`src/rtl/rpm_pkg.sv`:
```
package rpm_pkg;

  typedef enum logic [2:0] {
    ST_IDLE,
    ST_PRE_WAIT,
    ST_RFC,
    ST_SREF,
    ST_XSR,
    ST_PDN
  } rpm_state_e;

  typedef struct packed {
    logic cs_n;
    logic ras_n;
    logic cas_n;
    logic we_n;
  } rpm_cmd_t;

  localparam rpm_cmd_t CMD_DESEL = 4'b1111;
  localparam rpm_cmd_t CMD_REF   = 4'b0001;
  localparam rpm_cmd_t CMD_PRE   = 4'b0010;

endpackage

```
`src/rtl/rpm_credit.sv`:
```
module rpm_credit #(
  parameter int REFI_W   = 16,
  parameter int CRED_MAX = 8,
  localparam int CRED_W  = $clog2(CRED_MAX + 1)
) (
  input  logic              clk,
  input  logic              rst,
  input  logic [REFI_W-1:0] refi,
  input  logic              freeze,
  input  logic              clear,
  input  logic              consume,
  output logic              pending,
  output logic              urgent
);

  logic [REFI_W-1:0] icnt;
  logic [CRED_W-1:0] credit;
  logic              tick;
  logic              inc;

  assign tick    = !freeze && (icnt == refi - 1'b1);
  assign inc     = tick && ((credit != CRED_W'(CRED_MAX)) || consume);
  assign pending = (credit != '0);
  assign urgent  = (credit == CRED_W'(CRED_MAX));

  always_ff @(posedge clk) begin
    if (rst || clear) begin
      icnt   <= '0;
      credit <= '0;
    end else begin
      if (!freeze) icnt <= tick ? '0 : icnt + 1'b1;
      credit <= credit + CRED_W'(inc) - CRED_W'(consume);
    end
  end

  // the credit count never passes its ceiling
  a_r3_credit_cap: assert property (@(posedge clk) disable iff (rst)
    credit <= CRED_W'(CRED_MAX));

  // interval counter holds still while frozen
  a_r7_frozen_interval: assert property (@(posedge clk) disable iff (rst)
    ($past(freeze) && !$past(clear) && !$past(rst)) |-> $stable(icnt));

endmodule

```
`src/rtl/rpm_wait_timer.sv`:
```
module rpm_wait_timer #(
  parameter int W = 8
) (
  input  logic         clk,
  input  logic         rst,
  input  logic         load,
  input  logic [W-1:0] load_val,
  output logic         zero
);

  logic [W-1:0] cnt;

  always_ff @(posedge clk) begin
    if (rst)               cnt <= '0;
    else if (load)         cnt <= load_val;
    else if (cnt != '0)    cnt <= cnt - 1'b1;
  end

  assign zero = (cnt == '0);

endmodule

```
`src/rtl/dram_refresh_pm.sv`:
```
module dram_refresh_pm #(
  parameter int REFI_W   = 16,
  parameter int CRED_MAX = 8,
  parameter int TRFC_CYC = 10,
  parameter int TRP_CYC  = 3,
  parameter int TXSR_CYC = 200
) (
  input  logic              clk,
  input  logic              rst,
  input  logic [REFI_W-1:0] i_refi_cycles,
  input  logic              i_grant,
  input  logic              i_banks_idle,
  input  logic              i_sleep_req,
  input  logic              i_pd_req,
  input  logic              i_wake,
  output logic              o_cke,
  output logic              o_cs_n,
  output logic              o_ras_n,
  output logic              o_cas_n,
  output logic              o_we_n,
  output logic              o_a10,
  output logic              o_busy,
  output logic              o_urgent
);
  import rpm_pkg::*;

  localparam int TMR_MAX = (TXSR_CYC > TRFC_CYC)
                         ? ((TXSR_CYC > TRP_CYC) ? TXSR_CYC : TRP_CYC)
                         : ((TRFC_CYC > TRP_CYC) ? TRFC_CYC : TRP_CYC);
  localparam int TMR_W = $clog2(TMR_MAX + 1);
  localparam logic [TMR_W-1:0] TRFC_LD = TMR_W'(TRFC_CYC - 1);
  localparam logic [TMR_W-1:0] TRP_LD  = TMR_W'(TRP_CYC - 1);
  localparam logic [TMR_W-1:0] TXSR_LD = TMR_W'(TXSR_CYC - 1);

  rpm_state_e       state, nxt_state;
  rpm_cmd_t         cmd_q, nxt_cmd;
  logic             cke_q, nxt_cke;
  logic             a10_q, nxt_a10;
  logic             busy_q, nxt_busy;
  logic             tmr_load, tmr_zero;
  logic [TMR_W-1:0] tmr_val;
  logic             pending, urgent, consume, sr_exit;

  rpm_credit #(.REFI_W(REFI_W), .CRED_MAX(CRED_MAX)) u_credit (
    .clk     (clk),
    .rst     (rst),
    .refi    (i_refi_cycles),
    .freeze  (state == ST_SREF),
    .clear   (sr_exit),
    .consume (consume),
    .pending (pending),
    .urgent  (urgent)
  );

  rpm_wait_timer #(.W(TMR_W)) u_timer (
    .clk      (clk),
    .rst      (rst),
    .load     (tmr_load),
    .load_val (tmr_val),
    .zero     (tmr_zero)
  );

  always_comb begin
    nxt_state = state;
    nxt_cmd   = CMD_DESEL;
    nxt_a10   = 1'b0;
    nxt_cke   = cke_q;
    nxt_busy  = busy_q;
    tmr_load  = 1'b0;
    tmr_val   = '0;
    sr_exit   = 1'b0;
    unique case (state)
      ST_IDLE: begin
        if (urgent) begin
          nxt_busy = 1'b1;
          tmr_load = 1'b1;
          if (i_banks_idle) begin
            nxt_cmd   = CMD_REF;
            nxt_state = ST_RFC;
            tmr_val   = TRFC_LD;
          end else begin
            nxt_cmd   = CMD_PRE;
            nxt_a10   = 1'b1;
            nxt_state = ST_PRE_WAIT;
            tmr_val   = TRP_LD;
          end
        end else if (i_sleep_req && i_grant && i_banks_idle) begin
          nxt_cmd   = CMD_REF;
          nxt_cke   = 1'b0;
          nxt_busy  = 1'b1;
          nxt_state = ST_SREF;
        end else if (pending && i_grant && i_banks_idle) begin
          nxt_cmd   = CMD_REF;
          nxt_busy  = 1'b1;
          nxt_state = ST_RFC;
          tmr_load  = 1'b1;
          tmr_val   = TRFC_LD;
        end else if (i_pd_req && i_grant) begin
          nxt_cke   = 1'b0;
          nxt_busy  = 1'b1;
          nxt_state = ST_PDN;
        end
      end
      ST_PRE_WAIT: begin
        if (tmr_zero) begin
          nxt_cmd   = CMD_REF;
          nxt_state = ST_RFC;
          tmr_load  = 1'b1;
          tmr_val   = TRFC_LD;
        end
      end
      ST_RFC, ST_XSR: begin
        if (tmr_zero) begin
          nxt_busy  = 1'b0;
          nxt_state = ST_IDLE;
        end
      end
      ST_SREF: begin
        if (i_wake) begin
          nxt_cke   = 1'b1;
          sr_exit   = 1'b1;
          nxt_state = ST_XSR;
          tmr_load  = 1'b1;
          tmr_val   = TXSR_LD;
        end
      end
      ST_PDN: begin
        if (i_wake || urgent) begin
          nxt_cke   = 1'b1;
          nxt_busy  = 1'b0;
          nxt_state = ST_IDLE;
        end
      end
      default: nxt_state = ST_IDLE;
    endcase
  end

  assign consume = (nxt_cmd == CMD_REF) && nxt_cke;

  always_ff @(posedge clk) begin
    if (rst) begin
      state  <= ST_IDLE;
      cmd_q  <= CMD_DESEL;
      cke_q  <= 1'b1;
      a10_q  <= 1'b0;
      busy_q <= 1'b0;
    end else begin
      state  <= nxt_state;
      cmd_q  <= nxt_cmd;
      cke_q  <= nxt_cke;
      a10_q  <= nxt_a10;
      busy_q <= nxt_busy;
    end
  end

  assign o_cke    = cke_q;
  assign o_cs_n   = cmd_q.cs_n;
  assign o_ras_n  = cmd_q.ras_n;
  assign o_cas_n  = cmd_q.cas_n;
  assign o_we_n   = cmd_q.we_n;
  assign o_a10    = a10_q;
  assign o_busy   = busy_q;
  assign o_urgent = urgent;

  // self-refresh entry only when the banks were seen idle
  a_r6_sr_entry_idle: assert property (@(posedge clk) disable iff (rst)
    (!o_cs_n && !o_ras_n && !o_cas_n && o_we_n && !o_cke) |-> $past(i_banks_idle));

  // self refresh keeps CKE low
  a_r7_sref_cke_low: assert property (@(posedge clk) disable iff (rst)
    (state == ST_SREF) |-> !o_cke);

  // exit window is silent with CKE high
  a_r8_xsr_quiet: assert property (@(posedge clk) disable iff (rst)
    (state == ST_XSR) |-> (o_cs_n && o_cke && o_busy));

  // CKE rises only with deselect on the command pins
  a_r8_cke_rise_deselect: assert property (@(posedge clk) disable iff (rst)
    $rose(o_cke) |-> o_cs_n);

  // an auto refresh is always covered by busy
  a_r5_ref_busy: assert property (@(posedge clk) disable iff (rst)
    (!o_cs_n && !o_ras_n && !o_cas_n && o_we_n) |-> o_busy);

endmodule

```
`config.mk`:
```
export PLATFORM = sky130hd
export DESIGN_NAME = dram_refresh_pm
export DESIGN_NICKNAME = d
export VERILOG_FILES = /design/src/rtl/rpm_pkg.sv /design/src/rtl/rpm_credit.sv /design/src/rtl/rpm_wait_timer.sv /design/src/rtl/dram_refresh_pm.sv
export SDC_FILE = /design/constraint.sdc
export NUM_CORES = 1
export LEC_CHECK = 0
export BUFFER_PORTS_ARGS = -buffer_cell sky130_fd_sc_hd__buf_4
export CAP_MARGIN = 20
export CORE_UTILIZATION = 40
export DETAILED_ROUTE_END_ITERATION = 10
export HOLD_SLACK_MARGIN = 0.1
export PLACE_DENSITY = 0.55
export SLEW_MARGIN = 20
export SYNTH_ARGS = -nofsm -noshare
export SYNTH_HDL_FRONTEND = slang
export SYNTH_SLANG_ARGS = --single-unit
```
`constraint.sdc`:
```
create_clock -name clk -period 4.5 [get_ports clk]
set_input_delay 0.9 -clock clk [delete_from_list [all_inputs] [get_ports clk]]
set_output_delay 0.9 -clock clk [all_outputs]
set_load 0.005 [all_outputs]
```
=== Word level (Yosys, flattened, before mapping) ===
Index checks and enable logic that the tools add are counted.

* Register bits: 38
* Bits of input ports: 23
* Word-level logic and storage cells: 102

* $add $sub $neg: 5
* Equal/unequal tests: 14
* Mux-type cells: 48
* Bitwise gates (word level): 2
* Reductions and logical operators: 22

{| class="wikitable"
|+ Operators with widths
! cell !! count
|-
| 4-bit two-way mux || 8
|-
| 8-bit two-way mux || 4
|-
| 3-bit two-way mux || 8
|-
| 8-bit one-hot mux with 3 select lines || 1
|-
| 1-bit two-way mux || 19
|-
| 16-bit by 1-bit adder with 16-bit output, second input constant || 1
|-
| 16-bit equality test || 1
|-
| 16-bit two-way mux || 1
|-
| 16-bit by 1-bit subtractor with 16-bit output, second input constant || 1
|-
| 3-bit one-hot mux with 5 select lines || 1
|-
| 1-bit one-hot mux with 3 select lines || 3
|-
| 1-bit logical AND || 8
|-
| 8-bit logical NOT || 1
|-
| 2-bit != test, second input constant || 4
|-
| 4-bit one-hot mux with 2 select lines || 1
|-
| 8-bit nonzero test || 1
|-
| 8-bit by 1-bit subtractor with 8-bit output, second input constant || 1
|-
| 3-bit by 2-bit equality test with 1-bit output, second input constant || 2
|-
| 3-bit equality test, second input constant || 2
|-
| 5-bit != test, second input constant || 1
|-
| 5-bit AND reduction || 1
|-
| 4-bit by 1-bit adder with 4-bit output || 1
|-
| 4-bit by 1-bit equality test with 1-bit output, second input constant || 1
|-
| 4-bit equality test, second input constant || 1
|-
| 14 further kinds || 18
|}

=== Logic depth before layout (Yosys ltp) ===
* Word-level depth: 13
* Gate-level depth with buffers: 16
* Mapped depth without buffers: 15

=== Cells and area by module ===
From an unflattened synthesis, not the netlist that was laid out.

* Cells, all modules: 323
* Area total of the unflattened synthesis: 2792.7 µm²

{| class="wikitable"
|+ Modules (own cells, without submodules)
! module !! instances !! cells an instance !! area each (µm²)
|-
| rpm_credit || 1 || 191 || 1672.9
|-
| dram_refresh_pm || 1 || 79 || 644.4
|-
| rpm_wait_timer || 1 || 53 || 475.5
|}

=== Worst setup path before layout ===
No wires, ideal clock.

* Path kind: input port to flip-flop
* From: input i_refi_cycles[0]
* To: register u_credit.credit[2]
* Library setup time: 114 ps
* Arrival: 3241 ps
* Slack: 1145 ps
* Stages: 13
* Path buffers: 1
* Cell sequence: inv_1 ha_1 buf_2 nor3b_1 nand4_1 xor2_1 o311a_2 nor4b_2 ha_1 inv_1 fa_1 xor2_1 nor2_1

* Word-level cells in the longest chain between the ends: 6

{| class="wikitable"
|+ RTL lines
! element !! line !! source
|-
| from (decl) || dram_refresh_pm.sv:10 || <nowiki>input logic [REFI_W-1:0] i_refi_cycles,</nowiki>
|-
| 16-bit by 1-bit subtractor with 16-bit output || rpm_credit.sv:21 || <nowiki>assign tick = !freeze && (icnt == refi - 1'b1);</nowiki>
|-
| 16-bit equality test || rpm_credit.sv:21 ||
|-
| 1-bit logical AND || rpm_credit.sv:21 ||
|-
| 1-bit logical AND || rpm_credit.sv:22 || <nowiki>assign inc = tick && ((credit != CRED_W'(CRED_MAX)) || consume);</nowiki>
|-
| 4-bit by 1-bit adder with 4-bit output || rpm_credit.sv:32 || <nowiki>credit <= credit + CRED_W'(inc) - CRED_W'(consume);</nowiki>
|-
| 4-bit by 1-bit subtractor with 4-bit output || rpm_credit.sv:32 ||
|-
| to (signal assigned) || rpm_credit.sv:32 ||
|-
| to (decl) || rpm_credit.sv:17 || <nowiki>logic [CRED_W-1:0] credit;</nowiki>
|}

Every way passes these cells.
A chain may end at the register's enable or synchronous reset.

=== Worst setup path in the final report ===
Ends and elaborated chain as after synthesis.

==> results.sh <==
export IMPL_final_cell_mix="dfxtp_1, buf_4, nor2_1"
export IMPL_clockRootBuffer="clkbuf_8"
export IMPL_p_leak_nw=1.19
export IMPL_clk_path_buf_depth=2
export IMPL_cts_sinks=37
export IMPL_antenna_found_initial=0
export IMPL_fp_dieW_um=85.5
export IMPL_diodes=0
export IMPL_status="complete, no violations"
export IMPL_routabilityCongestion=0.811
export IMPL_rr_worst_depth=12
export IMPL_hold_path_class="reg2reg"
export IMPL_syn_area_mm2=0.00279
export IMPL_dpl_hpwl_um=4900
export IMPL_postCtsSetupRepairBufs=0
export IMPL_min_from="o_busy"
export IMPL_worst_ep_arrival_time_ns=3.71
export IMPL_maxSlewViolCount=0
export IMPL_cts_tree="yes"
export IMPL_synth_cell_type_count=68
export IMPL_r2r_start="u_timer.cnt[2]"
export IMPL_required_ns=4.65
export IMPL_swShare=0.390
export IMPL_initial_utilization=0.413
export IMPL_rsz0062_at_grt="false"
export IMPL_synth_top_area_frac=0.266
export IMPL_power_density_mw_per_mm2=429
export IMPL_synth_area_leaders="dfxtp_1, xnor2_1, xor2_1"
export IMPL_chipHeight_um=85.5
export IMPL_rows=30
export IMPL_final_setup_tns_ns=0
export IMPL_netlist_instances=333
export IMPL_power_frac_seq=0.356
export IMPL_path_class="in2reg"
export IMPL_skew_ns=0.00792
export IMPL_ys_seq_elements=37
export IMPL_grt_max_degree=19
export IMPL_synth_area_leader_cell="dfxtp_1"
export IMPL_finalCriticalPeriod_ns=3.56
export IMPL_synthFlopType="dfxtp_1"
export IMPL_area_growth_pct=11.4
export IMPL_dp_slack_ns=0.663
export IMPL_clk_insertion_delay_late_ns=0.29
export IMPL_drcViolationCount=0
export IMPL_crit_path_max_fanout=10
export IMPL_wl_per_cell_um=14.7
export IMPL_p_switching_uw=519
export IMPL_clk_pin_slew_worst_paths_ns=0.08
export IMPL_fin_crit_sh=0.790
export IMPL_worst_slack_ns=0.943
export IMPL_hold_violations=0
export IMPL_maxSlewHeadroom=0.395
export IMPL_grt_usage=0.187
export IMPL_core_area_mm2=0.00676
export IMPL_final_common_cell="dfxtp_1"
export IMPL_synth_seq_area_share=0.266
export IMPL_grt_pass1_vias=2335
export IMPL_numCtsBuffers=5
export IMPL_start_kind="input port"
export IMPL_drtIter0Drc=75
export IMPL_io_buffers=30
export IMPL_cts_resized=0
export IMPL_grt_pass1_wl_um=10900
export IMPL_finalSetupViolCount=0
export IMPL_viasPerCell=5.52
export IMPL_die_area_mm2=0.00731
export IMPL_critPathCaptureType="register"
export IMPL_ant_nets=0
export IMPL_num_vias=2407
export IMPL_timing_worst_slew_pin_value_ns=0.906
export IMPL_cts_hold_buffers=0
export IMPL_hold_depth=2
export IMPL_combPwrFrac=0.476
export IMPL_synthArstFlopShare=0
export IMPL_fin_nets=389
export IMPL_syn_num_nets=367
export IMPL_synth_avg_cell_area_um2=8.38
export IMPL_hold_ws_ns=0.519
export IMPL_drt_pass1_iter_count=4
export IMPL_drv_cap=0
export IMPL_routed_wirelength_um=6400
export IMPL_htree_levels=2
export IMPL_drive_gt1_frac=0.208
export IMPL_crit_start="i_refi_cycles[0]"
export IMPL_io_pins=31
export IMPL_synth_edf_count=0
export IMPL_clkPwrFrac=0.169
export IMPL_overflow=0
export IMPL_irDropWorstVdd_mv=0.210
export IMPL_fmax_ghz=0.281
export IMPL_intPower_uw=813
export IMPL_yosys_warnings=0
power groups by stage:
stage / sequential [mW] / clock (mW) / combinational (mW)
2_1_floorplan: 0.445 / 0 / 0.526
3_3_place_gp: 0.481 / 0 / 0.632
3_5_place_dp: 0.480 / 0 / 0.635
4_1_cts: 0.474 / 0.234 / 0.642
5_1_grt: 0.484 / 0.249 / 0.717
6_report: 0.474 / 0.225 / 0.634
registers in the layout (all words and copies together), names as in the netlist:
| register | cells |
|---|---|
| u_credit.icnt | 16 |
| u_credit.credit | 4 |
| u_timer.cnt | 8 |
| o_a10 | 1 |
| o_we_n | 1 |
| o_busy | 1 |
| o_cas_n | 1 |
| o_ras_n | 1 |
| o_cke | 1 |
| state | 3 |
worst max-delay path, stage by stage:
cell,delay (ns)
buf_4,0.14
inv_1,0.05
ha_1,0.35
nor3b_1,0.38
nand4_1,0.17
xor2_1,0.19
o311a_2,0.40
nor4b_2,0.29
ha_1,0.22
inv_1,0.06
fa_1,0.37
xor2_1,0.14
nor2_1,0.06
routing by layer:
metal	up-vias	routed length [um]	track usage
met2	44	2960	0.310
li1	1233	-	-
met4	0	155	0.0788
met5	-	0	0
met1	1117	3050	0.240
met3	13	231	0.0337
Yosys cell counts (2+ instances only):
| cell type | n |
|---|---|
| or3_1 | 5 |
| or2_2 | 3 |
| o21ai_1 | 4 |
| inv_1 | 20 |
| nor4_1 | 6 |
| and4_1 | 2 |
| o31ai_1 | 3 |
| nor3_1 | 18 |
| a21oi_1 | 12 |
| nor3b_1 | 4 |
| a31oi_1 | 4 |
| nor3_2 | 11 |
| nand4b_1 | 2 |
| and3_1 | 6 |
| nand3b_1 | 2 |
| nand2_1 | 22 |
| dfxtp_1 | 37 |
| xor2_1 | 17 |
| a21o_1 | 4 |
| buf_6 | 4 |
| nand3_1 | 11 |
| o21ai_0 | 5 |
| o21bai_1 | 2 |
| o21a_1 | 4 |
| buf_2 | 2 |
| clkbuf_1 | 8 |
| ha_1 | 10 |
| nor2_1 | 28 |
| or4_4 | 2 |
| nor4_4 | 2 |
| nor4b_2 | 2 |
| or4b_4 | 2 |
| nor2b_1 | 2 |
| xnor2_1 | 26 |
| a311o_1 | 2 |
| nand4_1 | 7 |
per-stage QoR:
step                      utilization  std cells  total power, mW  area (um^2)
after floorplan                     -        333            0.971         2790
after global placement          0.448        428             1.11         3030
after detailed placement        0.448        428             1.12         3030
after CTS                       0.460        436             1.35         3110
after global routing            0.460        436             1.45         3110
final                           0.460        436             1.33         3110
layout make-up:
class	count	area (um^2)
fill	700	3650
multi-input combinational	260	1880
sequential	37	741
timing repair buffer	31	233
tap	80	100
inverter	20	75.1
clock buffer	6	72.6
clock inverter	2	10.0
path summary, 6_finish.rpt:
kind	slack, ns	end
worst max-delay path	0.94	u_credit.credit[2]
worst min register to register	0.52	o_busy
worst min-delay path	0.52	o_busy
worst max register to register	1.20	u_credit.credit[3]
logic make-up (layout without fill, tap and decap cells):
| logic type | Yosys count | count (layout) | share of synthesized area |
|---|---|---|---|
| simple gates | 149 | 149 | 0.335 |
| compound gates | 55 | 55 | 0.144 |
| xor+xnor | 43 | 43 | 0.135 |
| flops | 37 | 37 | 0.266 |
| buf+inv | 36 | 59 | 0.0615 |
| fa+ha+maj | 11 | 11 | 0.0520 |
| mux | 2 | 2 | 0.00763 |
Note: power is estimated with default switching activity, not from simulation.
